$ cat config.mk
export PLATFORM = sky130hd
export DESIGN_NAME = osc_wait_ctrl
export DESIGN_NICKNAME = d
export VERILOG_FILES = /design/src/rtl/osw_pkg.sv /design/src/rtl/osw_sel_reg.sv /design/src/rtl/osw_stab_counter.sv /design/src/rtl/osw_mode_fsm.sv /design/src/rtl/osc_wait_ctrl.sv
export SDC_FILE = /design/constraint.sdc
export NUM_CORES = 1
export LEC_CHECK = 0
export ABC_CLOCK_PERIOD_IN_PS = 5520
export BUFFER_PORTS_ARGS = -buffer_cell sky130_fd_sc_hd__buf_2
export CORE_MARGIN = 2
export CORE_UTILIZATION = 50
export DETAILED_ROUTE_END_ITERATION = 10
export PLACE_DENSITY_LB_ADDON = 0.12
export SETUP_SLACK_MARGIN = 0.4
export SYNTH_ARGS = -nofsm -noshare
export SYNTH_HDL_FRONTEND = slang
export SYNTH_HIERARCHICAL = 1
export SYNTH_SLANG_ARGS = --single-unit
export TNS_END_PERCENT = 100
$ cat constraint.sdc
create_clock -name clk -period 5.52 [get_ports clk]
set_input_delay 0.552 -clock clk [delete_from_list [all_inputs] [get_ports clk]]
set_output_delay 0.552 -clock clk [all_outputs]
set_load 0.05 [all_outputs]
$ cat src/rtl/osw_pkg.sv
package osw_pkg;
  typedef enum logic [1:0] {
    MODE_RUN  = 2'd0,
    MODE_HALT = 2'd1,
    MODE_STOP = 2'd2,
    MODE_WAIT = 2'd3
  } osw_mode_e;

  localparam int unsigned NUM_STEPS = 5;

  // log2 of the unscaled threshold for step idx: 11, 13, 14, 15, 16
  function automatic int unsigned step_exp(input int unsigned idx);
    return (idx == 0) ? 11 : 12 + idx;
  endfunction
endpackage

$ cat src/rtl/osw_sel_reg.sv
module osw_sel_reg #(
  parameter int unsigned SEL_W = 3
) (
  input  logic             clk,
  input  logic             rst,
  input  logic             wr_en,
  input  logic [SEL_W-1:0] wr_data,
  input  logic             capture,
  output logic [SEL_W-1:0] sel_q,
  output logic [SEL_W-1:0] act_idx
);
  import osw_pkg::*;
  localparam logic [SEL_W-1:0] LAST_IDX = SEL_W'(NUM_STEPS - 1);

  logic [SEL_W-1:0] dec_idx;

  // codes past the last step clamp to the longest duration
  always_comb dec_idx = (sel_q > LAST_IDX) ? LAST_IDX : sel_q;

  always_ff @(posedge clk) begin
    if (rst) sel_q <= LAST_IDX;
    else if (wr_en) sel_q <= wr_data;
  end

  // the active duration is frozen when a low-power state is entered
  always_ff @(posedge clk) begin
    if (rst) act_idx <= LAST_IDX;
    else if (capture) act_idx <= dec_idx;
  end
endmodule

$ cat src/rtl/osw_stab_counter.sv
module osw_stab_counter #(
  parameter int unsigned SCALE = 0,
  parameter int unsigned IDX_W = 3
) (
  input  logic                           clk,
  input  logic                           rst,
  input  logic                           clear,
  input  logic                           run,
  input  logic [IDX_W-1:0]               act_idx,
  output logic [osw_pkg::NUM_STEPS-1:0]  status,
  output logic                           done
);
  import osw_pkg::*;
  localparam int unsigned CNT_W   = 17 - SCALE;
  localparam int unsigned TAB_LEN = 2 ** IDX_W;

  logic [CNT_W-1:0] cnt_q;
  logic [CNT_W-1:0] cnt_n;
  logic [CNT_W-1:0] thr_tab [TAB_LEN];

  always_comb cnt_n = cnt_q + 1'b1;

  for (genvar k = 0; k < TAB_LEN; k++) begin : g_tab
    localparam int unsigned IDX = (k < NUM_STEPS) ? k : NUM_STEPS - 1;
    localparam int unsigned EXP = step_exp(IDX) - SCALE;
    assign thr_tab[k] = CNT_W'(1) << EXP;
  end

  always_ff @(posedge clk) begin
    if (rst || clear) cnt_q <= '0;
    else if (run) cnt_q <= cnt_n;
  end

  for (genvar i = 0; i < NUM_STEPS; i++) begin : g_stat
    always_ff @(posedge clk) begin
      if (rst || clear) status[i] <= 1'b0;
      else if (run && (act_idx >= IDX_W'(i)) && (cnt_n == thr_tab[i]))
        status[i] <= 1'b1;
    end
  end

  always_comb done = run && (cnt_n == thr_tab[act_idx]);
endmodule

$ cat src/rtl/osw_mode_fsm.sv
module osw_mode_fsm (
  input  logic               clk,
  input  logic               rst,
  input  logic               stop_req,
  input  logic               wake_req,
  input  logic               osc_run,
  input  logic               done,
  output osw_pkg::osw_mode_e mode_q,
  output logic               clk_en_q,
  output logic               enter,
  output logic               run
);
  import osw_pkg::*;
  osw_mode_e nxt;

  always_comb begin
    nxt   = mode_q;
    enter = 1'b0;
    unique case (mode_q)
      MODE_RUN: if (stop_req) begin
        enter = 1'b1;
        nxt   = wake_req ? MODE_HALT : MODE_STOP;
      end
      MODE_STOP: if (wake_req) nxt = MODE_WAIT;
      MODE_WAIT, MODE_HALT: if (done) nxt = MODE_RUN;
      default: nxt = MODE_RUN;
    endcase
  end

  always_comb run = osc_run && ((mode_q == MODE_WAIT) || (mode_q == MODE_HALT));

  always_ff @(posedge clk) begin
    if (rst) begin
      mode_q   <= MODE_RUN;
      clk_en_q <= 1'b1;
    end else begin
      mode_q   <= nxt;
      clk_en_q <= (nxt == MODE_RUN);
    end
  end
endmodule

$ cat src/rtl/osc_wait_ctrl.sv
module osc_wait_ctrl #(
  parameter int unsigned TIME_SCALE_LOG2 = 0,
  parameter int unsigned SEL_W           = 3,
  parameter int unsigned DATA_W          = 8
) (
  input  logic              clk,
  input  logic              rst,
  input  logic              stop_req,
  input  logic              wake_req,
  input  logic              osc_run,
  input  logic              wr_en,
  input  logic [SEL_W-1:0]  wr_data,
  input  logic              rd_addr,
  output logic [DATA_W-1:0] rd_data,
  output logic              cpu_clk_en,
  output logic [1:0]        mode
);
  import osw_pkg::*;

  osw_mode_e              mode_q;
  logic                   enter;
  logic                   run;
  logic                   done;
  logic [SEL_W-1:0]       sel_q;
  logic [SEL_W-1:0]       act_idx;
  logic [NUM_STEPS-1:0]   status;

  osw_sel_reg #(.SEL_W(SEL_W)) u_sel (
    .clk(clk), .rst(rst), .wr_en(wr_en), .wr_data(wr_data),
    .capture(enter), .sel_q(sel_q), .act_idx(act_idx)
  );

  osw_stab_counter #(.SCALE(TIME_SCALE_LOG2), .IDX_W(SEL_W)) u_cnt (
    .clk(clk), .rst(rst), .clear(enter), .run(run),
    .act_idx(act_idx), .status(status), .done(done)
  );

  osw_mode_fsm u_fsm (
    .clk(clk), .rst(rst), .stop_req(stop_req), .wake_req(wake_req),
    .osc_run(osc_run), .done(done), .mode_q(mode_q),
    .clk_en_q(cpu_clk_en), .enter(enter), .run(run)
  );

  assign mode = mode_q;

  always_ff @(posedge clk) begin
    if (rst) rd_data <= '0;
    else if (rd_addr) rd_data <= DATA_W'(status);
    else rd_data <= DATA_W'(sel_q);
  end
endmodule

==> results.yml, run 1 <==
status:
  run_status: "complete, no violations"
floorplanning:
  rows: 22
  dieArea_um2: 4377
  placeableCoreArea_um2: 3689
  floorplan.io_pins: 21
  die_x_um: 66.16
  effective_utilization_at_floorplan_pct: 52.37
  die_ht_um: 66.16
worst_setup_path:
  worst_path_dominant_cell_family: "simple AND/OR/NAND/NOR gates"
  critical_path_required_ps: 5690
  r2r_slack_ps: 2670
  timing.critical_path.slowest_cell_delay_ps: 470
  end_kind: "flip-flop"
  worst-endpoint-arrival_ps: 3020
  crit_chain: "nand4_1, nor4_1, xnor2_1, or3b_1, a21o_1, a2111oi_2, a21boi_0, a21oi_1, nor2_1"
  crit_slowest_cell: "dfxtp_1"
  r2r_worst_path_depth: 9
  critical_path_cell_count: 9
  cp_num_buf_inv: 0
  critical_path.reg2reg.startpoint: "u_cnt/cnt_q[3]$_SDFFE_PP0P_"
  worst_r2r_endpoint: "u_fsm/mode_q[1]$_SDFF_PP0_"
  timing.critical_path.fanout_max: 8
  start_kind: "flip-flop"
  critical_path_class: "flip-flop to flip-flop"
sta:
  report.final.setup_viol: 0
  worst-slew-pin-transition_ps: 806.1
  finalSetupTns_ps: 0
  timing.hold.ws_ps: 459.3
  final_critical_path_share_of_the_clock_period_pct: 51.72
  maxSlewViolCount: 0
  final_min_period_ps: 2855
  worst_slew_margin_rel_pct: 46.14
  finalHoldViolCount: 0
  maxClockFrequency_ghz: 0.3503
  grt_setup_unrepaired: "false"
  final.setup_skew_ps: 5.042
power:
  p_leak_uw: 0.0008399
  vdd_ir_drop_max_uv: 106.0
  power_per_cell_area_nw_per_um2: 263.1
layout:
  area_delta_synth_final_pct: 11.08
  ant_diodes: 0
  final_util_pct: 58.18
  layout.nets: 246
  layout-drive-gt1-share_pct: 14.89
  commonest_cells_after_routing_fill_and_taps_aside: "nor2_1 (36), dfxtp_1 (36), buf_2 (17)"
  finalNonFillerCells: 283
synth:
  synth_async_sr_flop_share_pct: 0
  synthDominantAreaCellType: "dfxtp_1"
  avgSynthCellArea_um2: 8.741
  post_synth_inst_count: 221
  synth.lib_cells_used.distinct: 49
  synth_seq_cells: 36
  yosys_most_used_dff: "dfxtp_1"
  synth.yosys.seq_area_share_pct: 37.31
  synth-warning-count: 6
  synth_edf_count: 0
  netlist_top_cells_area: "dfxtp_1 (37%), nor2_1 (7.0%), xor2_1 (6.3%), xnor2_1 (5.9%), mux2i_1 (3.6%)"
  synthDominantCellAreaShare_pct: 37.31
  syn_area_um2: 1932
worst_hold_path:
  worst_hold_path.endpoint: "u_cnt/status[3]$_SDFFE_PP0P_"
  worst_hold_depth: 1
  hold_path.class: "flip-flop to flip-flop"
  hp-start: "u_cnt/status[3]$_SDFFE_PP0P_"
clock_network:
  clk-insertion-delay-late_ps: 290
  cts_buffers: 5
  numClockSinks: 36
  post-cts-setup-buffers: 0
  htree_num_levels: 2
  cts_tree: "yes"
  clk_transition_reported_paths_ps: 70
  cts_resized: 0
  clk_root_buffer_cell: "clkbuf_8"
  cts.hold.buffers_added: 0
  cts_buffer_depth: 2
routing:
  wirelength_um: 3780
  dr.first_iter.drc_count: 67
  drt_pass1_iterations: 4
  dr_total_vias: 1552
  antenna_left: 0
  drcViolationCount: 0
  via_density_per_instance: 5.484
  routedWlPerCell_um: 13.36
place:
  gp_congestion: 0.8696
  placed_cells: 275
  port-buffer-count: 17
  total_half_perimeter_wirelength_after_legalization_and_detailed_placement_um: 2804
flow_run:
  drv_cap: 0
global_routing:
  grt_first_pass_wirelength_um: 6727
  grt_antenna_before_repair: 0
  grt_max_degree: 18
  first_global_vias: 1513
  global_route.overflow_total: 0
  gr_util_all_layers_pct: 19.99
==> cell usage after synthesis, types with 2 or more instances <==
cell      count
ha_1          2
nand4_1       5
a211o_1       3
and3_1        4
and3b_2       2
xor2_1       14
buf_2         4
a21oi_1       4
inv_1         3
nand4_4       2
dfxtp_1      36
nor4_1        4
a21boi_0      2
nor2_1       36
and2_1        3
nor2b_1       2
nand2_1       9
nor3_1       11
mux2i_1       7
nand2b_1      3
xnor2_1      13
a22o_1        3
nand3_1      12
o21a_1        2
buf_4         3
or3_1         3
clkbuf_1      5
nand3b_1      3
==> state kept, by name, indices dropped and copies added, names as in the netlist <==
register and flops:
u_cnt/cnt_q 17, u_cnt/status 5, u_fsm/clk_en_q 1, u_sel/act_idx 3, u_sel/sel_q 3, rd_data 5, u_fsm/mode_q 2
==> worst register-to-register path: stages (launching register included) <==
cell and delay [ps]:
dfxtp_1 470, nand4_1 350, nor4_1 330, xnor2_1 250, or3b_1 390, a21o_1 170, a2111oi_2 450, a21boi_0 150
a21oi_1 130, nor2_1 50
==> metal layers <==
metal	routed length [um]	global-route usage, %	vias up	part of all wire (%)
li1	-	-	792	-
met1	1670	23.58	723	44
met2	1921	34.13	35	51
met3	170	5.963	2	4.5
met4	17	7.143	0	0.45
met5	0	0	-	0
==> final cells by class <==
class | count | area, um^2
fill | 352 | 1543
inverter | 3 | 11.26
timing repair buffer | 17 | 85.08
clock inverter | 1 | 30.03
tap | 48 | 60.06
multi-input combinational | 171 | 1142
clock buffer | 7 | 96.34
sequential | 36 | 720.7
==> power breakdown <==
part | internal (uW) | total, uW | switching, uW
Sequential | 265 | 270 | 5.47
Clock | 159 | 251 | 91.2
Combinational | 13.9 | 43.9 | 30.0
==> per-stage QoR <==
stage / total power (uW) / instance area, um^2 / setup slack (ps)
final: 564.6 / 2146 / 2665
after global routing: 591.6 / 2146 / 2334
after CTS: 574.3 / 2146 / 2669
after detailed placement: 320.1 / 2019 / 2673
after global placement: 319.0 / 2019 / 2807
after floorplan: 308.9 / 1939 / 3001
==> cell families (layout without fill, tap and decap cells) <==
kind of cell | count (synthesis) | after routing | share of synthesized area, %
and+or+nand+nor | 106 | 106 | 30.57
DFF | 36 | 36 | 37.31
xor gates and xnor gates | 27 | 27 | 12.24
AOI/OAI and AO/OA | 25 | 25 | 10.23
buffers and inverters | 16 | 28 | 3.951
muxes | 8 | 8 | 4.210
adders and majority gates | 2 | 2 | 1.295
other | 1 | 3 | 0.1941
==> how the worst max path moves through the flow <==
stage	slack, ps	to	start
final	2670	u_fsm/mode_q[1]$_SDFF_PP0_	u_cnt/cnt_q[3]$_SDFFE_PP0P_
after global routing	2330	u_fsm/mode_q[1]$_SDFF_PP0_	u_cnt/cnt_q[0]$_SDFFE_PP0P_
after CTS	2670	u_fsm/mode_q[1]$_SDFF_PP0_	u_cnt/cnt_q[2]$_SDFFE_PP0P_
after detailed placement	2670	u_fsm/mode_q[1]$_SDFF_PP0_	u_cnt/cnt_q[2]$_SDFFE_PP0P_
after global placement	2810	u_fsm/mode_q[1]$_SDFF_PP0_	u_cnt/cnt_q[2]$_SDFFE_PP0P_
after floorplan	3000	u_fsm/mode_q[1]$_SDFF_PP0_	u_cnt/cnt_q[2]$_SDFFE_PP0P_
Power figures use the tool's default switching activity.
==> inputs of run 2 (changes only) <==
ABC_CLOCK_PERIOD_IN_PS = 2400   (was 5520)
clock period = 2.4 ns   (was 5.52 ns; I/O delays follow)
==> results.yml, run 2 (synthesis results as in run 1) <==
worst_setup_path:
  cp_num_buf_inv: 1
  worst_path_dominant_cell_family: "compound AO/OA/AOI/OAI gates"
  critical_path_required_ps: 2560
  crit_chain: "nand4_1, buf_4, nor4_4, xnor2_1, or3b_1, a21o_1, a2111oi_4, a21boi_1, a21oi_1, nor2_1"
  crit_slowest_cell: "dfxtp_4"
  start_kind: "flip-flop"
  end_kind: "flip-flop"
  critical_path_class: "flip-flop to flip-flop"
  timing.critical_path.slowest_cell_delay_ps: 370
  critical_path_cell_count: 10
  worst-endpoint-arrival_ps: 2490
  r2r_worst_path_depth: 10
  timing.critical_path.fanout_max: 3
global_routing:
  grt_first_pass_wirelength_um: 7024
  first_global_vias: 1638
  grt_antenna_before_repair: 0
  gr_util_all_layers_pct: 21.13
  grt_max_degree: 18
  global_route.overflow_total: 0
routing:
  drcViolationCount: 0
  dr_total_vias: 1723
  via_density_per_instance: 5.470
  drt_pass1_iterations: 4
  antenna_left: 0
  dr.first_iter.drc_count: 69
  wirelength_um: 4443
  routedWlPerCell_um: 14.10
sta:
  grt_setup_unrepaired: "true"
  report.final.setup_viol: 0
  final_critical_path_share_of_the_clock_period_pct: 97.12
  finalSetupTns_ps: 0
  final.setup_skew_ps: 3.939
  finalHoldViolCount: 0
  final_min_period_ps: 2331
  maxClockFrequency_ghz: 0.4290
  maxSlewViolCount: 0
layout:
  top_flop_regs: "u_cnt/cnt_q x17, rd_data x5, u_cnt/status x5"
  layout.nets: 279
  ant_diodes: 0
  area_delta_synth_final_pct: 31.67
  commonest_cells_after_routing_fill_and_taps_aside: "nor2_1 (34), buf_4 (32), dfxtp_1 (23)"
  layout.cells.most_common: "nor2_1"
  filler_cell_count: 289
  layout-drive-gt1-share_pct: 36.70
  flip_flop_count_of_the_largest_register_after_layout: 17
  max_flop_register: "u_cnt/cnt_q"
  finalNonFillerCells: 315
power:
  vdd_ir_drop_max_uv: 329.0
  sequential_power_share_pct: 54.9
  report.power.total_uw: 1125
  pwr-share-clk_pct: 35.1
  power_per_cell_area_nw_per_um2: 442.1
  total_switching_power_uw: 285.0
  sw_frac_of_total_pct: 25.34
  p_leak_uw: 0.001031
  power_internal_uw: 839.6
  combPwrFrac_pct: 10.0
floorplanning:
  floorplan.io_pins: 21
  dieArea_um2: 4377
  die_x_um: 66.16
  die_ht_um: 66.16
  rows: 22
  placeableCoreArea_um2: 3689
  effective_utilization_at_floorplan_pct: 52.37
clock_network:
  clk_root_buffer_cell: "clkbuf_8"
  cts.hold.buffers_added: 0
  clk-insertion-delay-late_ps: 280
  htree_num_levels: 2
  clk_transition_reported_paths_ps: 70
  numClockSinks: 36
  cts_buffers: 5
  cts_tree: "yes"
  cts_buffer_depth: 2
place:
  gp_congestion: 0.8834
  port-buffer-count: 17
  placed_cells: 300
  total_half_perimeter_wirelength_after_legalization_and_detailed_placement_um: 3167
status:
  run_status: "complete, no violations"
flow_run:
  drv_cap: 0
worst_hold_path:
  worst_hold_depth: 2
  hold_path.class: "input port to flip-flop"
run 2: what timing repair did:
item	4_1_cts	5_1_grt
setup buffers	6	2
pin swaps	9	7
setup endpoints to repair	8	8
resized for setup	22	17
run 2: per-stage QoR:
step | instance area (um^2) | util [%] | hold slack, ps | setup slack [ps]
6_report | 2544 | 68.96 | 163.8 | 69.16
5_1_grt | 2544 | 68.96 | 171.2 | -123.8
3_3_place_gp | 2238 | 60.69 | 440.5 | 56.92
4_1_cts | 2437 | 66.08 | 160.5 | 102.4
3_5_place_dp | 2238 | 60.69 | 451.9 | -5.170
2_1_floorplan | 1983 | - | 306.2 | 0.1834
run 2: worst paths after layout:
path                                 from                      endpoint  slack [ps]
max reg2reg   u_cnt/cnt_q[0]$_SDFFE_PP0P_    u_fsm/mode_q[1]$_SDFF_PP0_          70
min                            wr_data[2]   u_sel/sel_q[2]$_SDFFE_PP1P_         160
min reg2reg  u_cnt/status[3]$_SDFFE_PP0P_  u_cnt/status[3]$_SDFFE_PP0P_         460
max           u_cnt/cnt_q[0]$_SDFFE_PP0P_    u_fsm/mode_q[1]$_SDFF_PP0_          70
run 2: area by class of cell:
type	count	area [um^2]	area share, %
timing repair buffer	50	336.6	13.23
sequential	36	747.0	29.37
multi-input combinational	171	1311	51.55
inverter	3	11.26	0.4427
clock buffer	6	72.57	2.853
clock inverter	1	5.005	0.1968
tap	48	60.06	2.361
run 2: worst register-to-register path: stages (launching register included):
cell	delay, ps
dfxtp_4	370
nand4_1	150
buf_4	190
nor4_4	140
xnor2_1	160
or3b_1	360
a21o_1	190
a2111oi_4	350
a21boi_1	100
a21oi_1	130
nor2_1	60
run 2: metal layers:
metal / wire length (um) / up-vias / global-route usage [%]
met3: 138 / 12 / 5.451
met2: 2294 / 32 / 38.88
met5: 0 / - / 0
met4: 102 / 0 / 7.143
li1: - / 860 / -
met1: 1908 / 819 / 23.24
run 2: power groups by stage:
stage	Sequential (uW)	Combinational (uW)	Clock [uW]
2_1_floorplan	652	61.2	0
3_3_place_gp	634	105	0
3_5_place_dp	635	108	0
4_1_cts	618	111	407
5_1_grt	619	121	432
6_report	617	112	395
==> inputs of run 3 (changes only) <==
CORE_UTILIZATION = 52   (was 50)
HOLD_SLACK_MARGIN = 0.12   (was default)
RECOVER_POWER = 100   (was default)
==> results.yml, run 3 (synthesis results as in run 1) <==
routing:
  dr.first_iter.drc_count: 109
  via_density_per_instance: 5.580
  antenna_left: 0
  wirelength_um: 4824
  dr_total_vias: 1769
  drt_pass1_iterations: 5
  drcViolationCount: 0
  routedWlPerCell_um: 15.22
global_routing:
  grt_antenna_before_repair: 0
  first_global_vias: 1724
  gr_util_all_layers_pct: 23.83
  grt_first_pass_wirelength_um: 7665
  grt_max_degree: 18
  global_route.overflow_total: 0
sta:
  grt_setup_unrepaired: "true"
  setup_ws_ps: -50.41
  maxSlewViolCount: 0
  worst_slew_margin_rel_pct: 35.94
  finalSetupTns_ps: -50.41
  final_min_period_ps: 2450
  maxClockFrequency_ghz: 0.4081
  report.final.setup_viol: 1
  final_critical_path_share_of_the_clock_period_pct: 102.1
  finalHoldViolCount: 0
  worst-slew-pin-transition_ps: 960.9
  final.setup_skew_ps: 3.404
clock_network:
  cts_tree: "yes"
  htree_num_levels: 2
  numClockSinks: 36
  cts_buffer_depth: 2
  clk_root_buffer_cell: "clkbuf_8"
  clk_transition_reported_paths_ps: 70
  cts_buffers: 5
  clk-insertion-delay-late_ps: 290
worst_setup_path:
  crit_chain: "nand4_1, buf_6, nor3_2, xor2_1, nor3_2, a211oi_2, a2111oi_4, buf_4, buf_4, a211o_1"
  timing.critical_path.slowest_cell_delay_ps: 370
  start_kind: "flip-flop"
  worst-endpoint-arrival_ps: 2630
  critical_path_class: "flip-flop to flip-flop"
  timing.critical_path.fanout_max: 6
  end_kind: "flip-flop"
  crit_slowest_cell: "dfxtp_4"
  critical_path_required_ps: 2580
place:
  total_half_perimeter_wirelength_after_legalization_and_detailed_placement_um: 3090
  gp_congestion: 0.9063
  dpl-instance-area_um2: 2216
  placed_cells: 297
  port-buffer-count: 17
worst_hold_path:
  hold_path.class: "input port to flip-flop"
layout:
  layout.nets: 280
  layout-drive-gt1-share_pct: 33.09
  ant_diodes: 0
  max_flop_register: "u_cnt/cnt_q"
  top_flop_regs: "u_cnt/cnt_q x17, rd_data x5, u_cnt/status x5"
  commonest_cells_after_routing_fill_and_taps_aside: "nor2_1 (36), buf_4 (29), dfxtp_1 (22)"
  finalNonFillerCells: 317
  filler_cell_count: 273
  post-route-cell-area_um2: 2590
  flip_flop_count_of_the_largest_register_after_layout: 17
  layout.cells.most_common: "nor2_1"
  area_delta_synth_final_pct: 34.07
  final_util_pct: 71.83
power:
  p_leak_uw: 0.001030
  vdd_ir_drop_max_uv: 310.8
  report.power.total_uw: 1249
  power_per_cell_area_nw_per_um2: 482.2
status:
  run_status: "complete, but fails checks"
  failing_checks: "negative setup slack"
floorplanning:
  rows: 22
  effective_utilization_at_floorplan_pct: 53.57
  placeableCoreArea_um2: 3606
  die_ht_um: 64.95
  floorplan.io_pins: 21
  die_x_um: 64.95
  dieArea_um2: 4219
flow_run:
  drv_cap: 0
-- run 3: cell count changes in the layout (fill, tap and decap cells not counted), moves of 2 or more --
cell / delta
buf_4: -3
nor2_2: -2
buf_2: -8
clkbuf_1: +10
nor2_1: +2
-- run 3: repair_timing --
item	in CTS	in global routing
hold endpoints to repair	0	0
setup endpoints to repair	8	8
buffers inserted	7	5
gates cloned	0	0
resized for setup	24	19
pin swaps	10	18
hold buffers	0	0
-- run 3: path summary, 6_finish.rpt --
path | startpoint | end | slack, ps | depth (start not counted)
worst max-delay path | u_cnt/cnt_q[1]$_SDFFE_PP0P_ | u_fsm/clk_en_q$_SDFF_PP1_ | -50 | 10
worst min-delay path | wr_data[2] | u_sel/sel_q[2]$_SDFFE_PP1P_ | 160 | 2
worst max register to register | u_cnt/cnt_q[1]$_SDFFE_PP0P_ | u_fsm/clk_en_q$_SDFF_PP1_ | -50 | 10
worst min register to register | u_cnt/status[3]$_SDFFE_PP0P_ | u_cnt/status[3]$_SDFFE_PP0P_ | 470 | 1
-- run 3: critical path, delay by kind of cell, from the launching register on --
kind | cells | cell delay (ps)
buffers and inverters | 3 | 480
flip-flops | 1 | 370
AO/OA/AOI/OAI | 3 | 640
XOR/XNOR | 1 | 340
AND/OR/NAND/NOR | 3 | 520
-- run 3: layout make-up --
type,instances,area (um^2),area share [%]
clock buffer,6,72.57,2.802
clock inverter,2,35.03,1.353
inverter,3,11.26,0.4348
multi-input combinational,171,1320,50.97
sequential,36,748.2,28.89
tap,48,60.06,2.319
timing repair buffer,51,342.8,13.24
-- run 3: power breakdown --
| part | internal [uW] | switching [uW] |
|---|---|---|
| Sequential | 605 | 13.1 |
| Clock | 308 | 210 |
| Combinational | 36.4 | 76.5 |
-- run 3: layer usage --
metal	up-vias	wire length (um)	track usage [%]
met5	-	0	0
met4	0	78	11.97
met2	35	2570	43.43
li1	858	-	-
met1	867	2001	25.14
met3	9	174	6.076
-- run 3: stage by stage --
stage                     setup WS (ps)  hold slack (ps)
final                            -50.41            159.0
after global routing             -110.2            163.8
after CTS                         72.15            155.3
after detailed placement         -78.62            452.5
after global placement            53.51            439.7
after floorplan                  0.1834            306.2
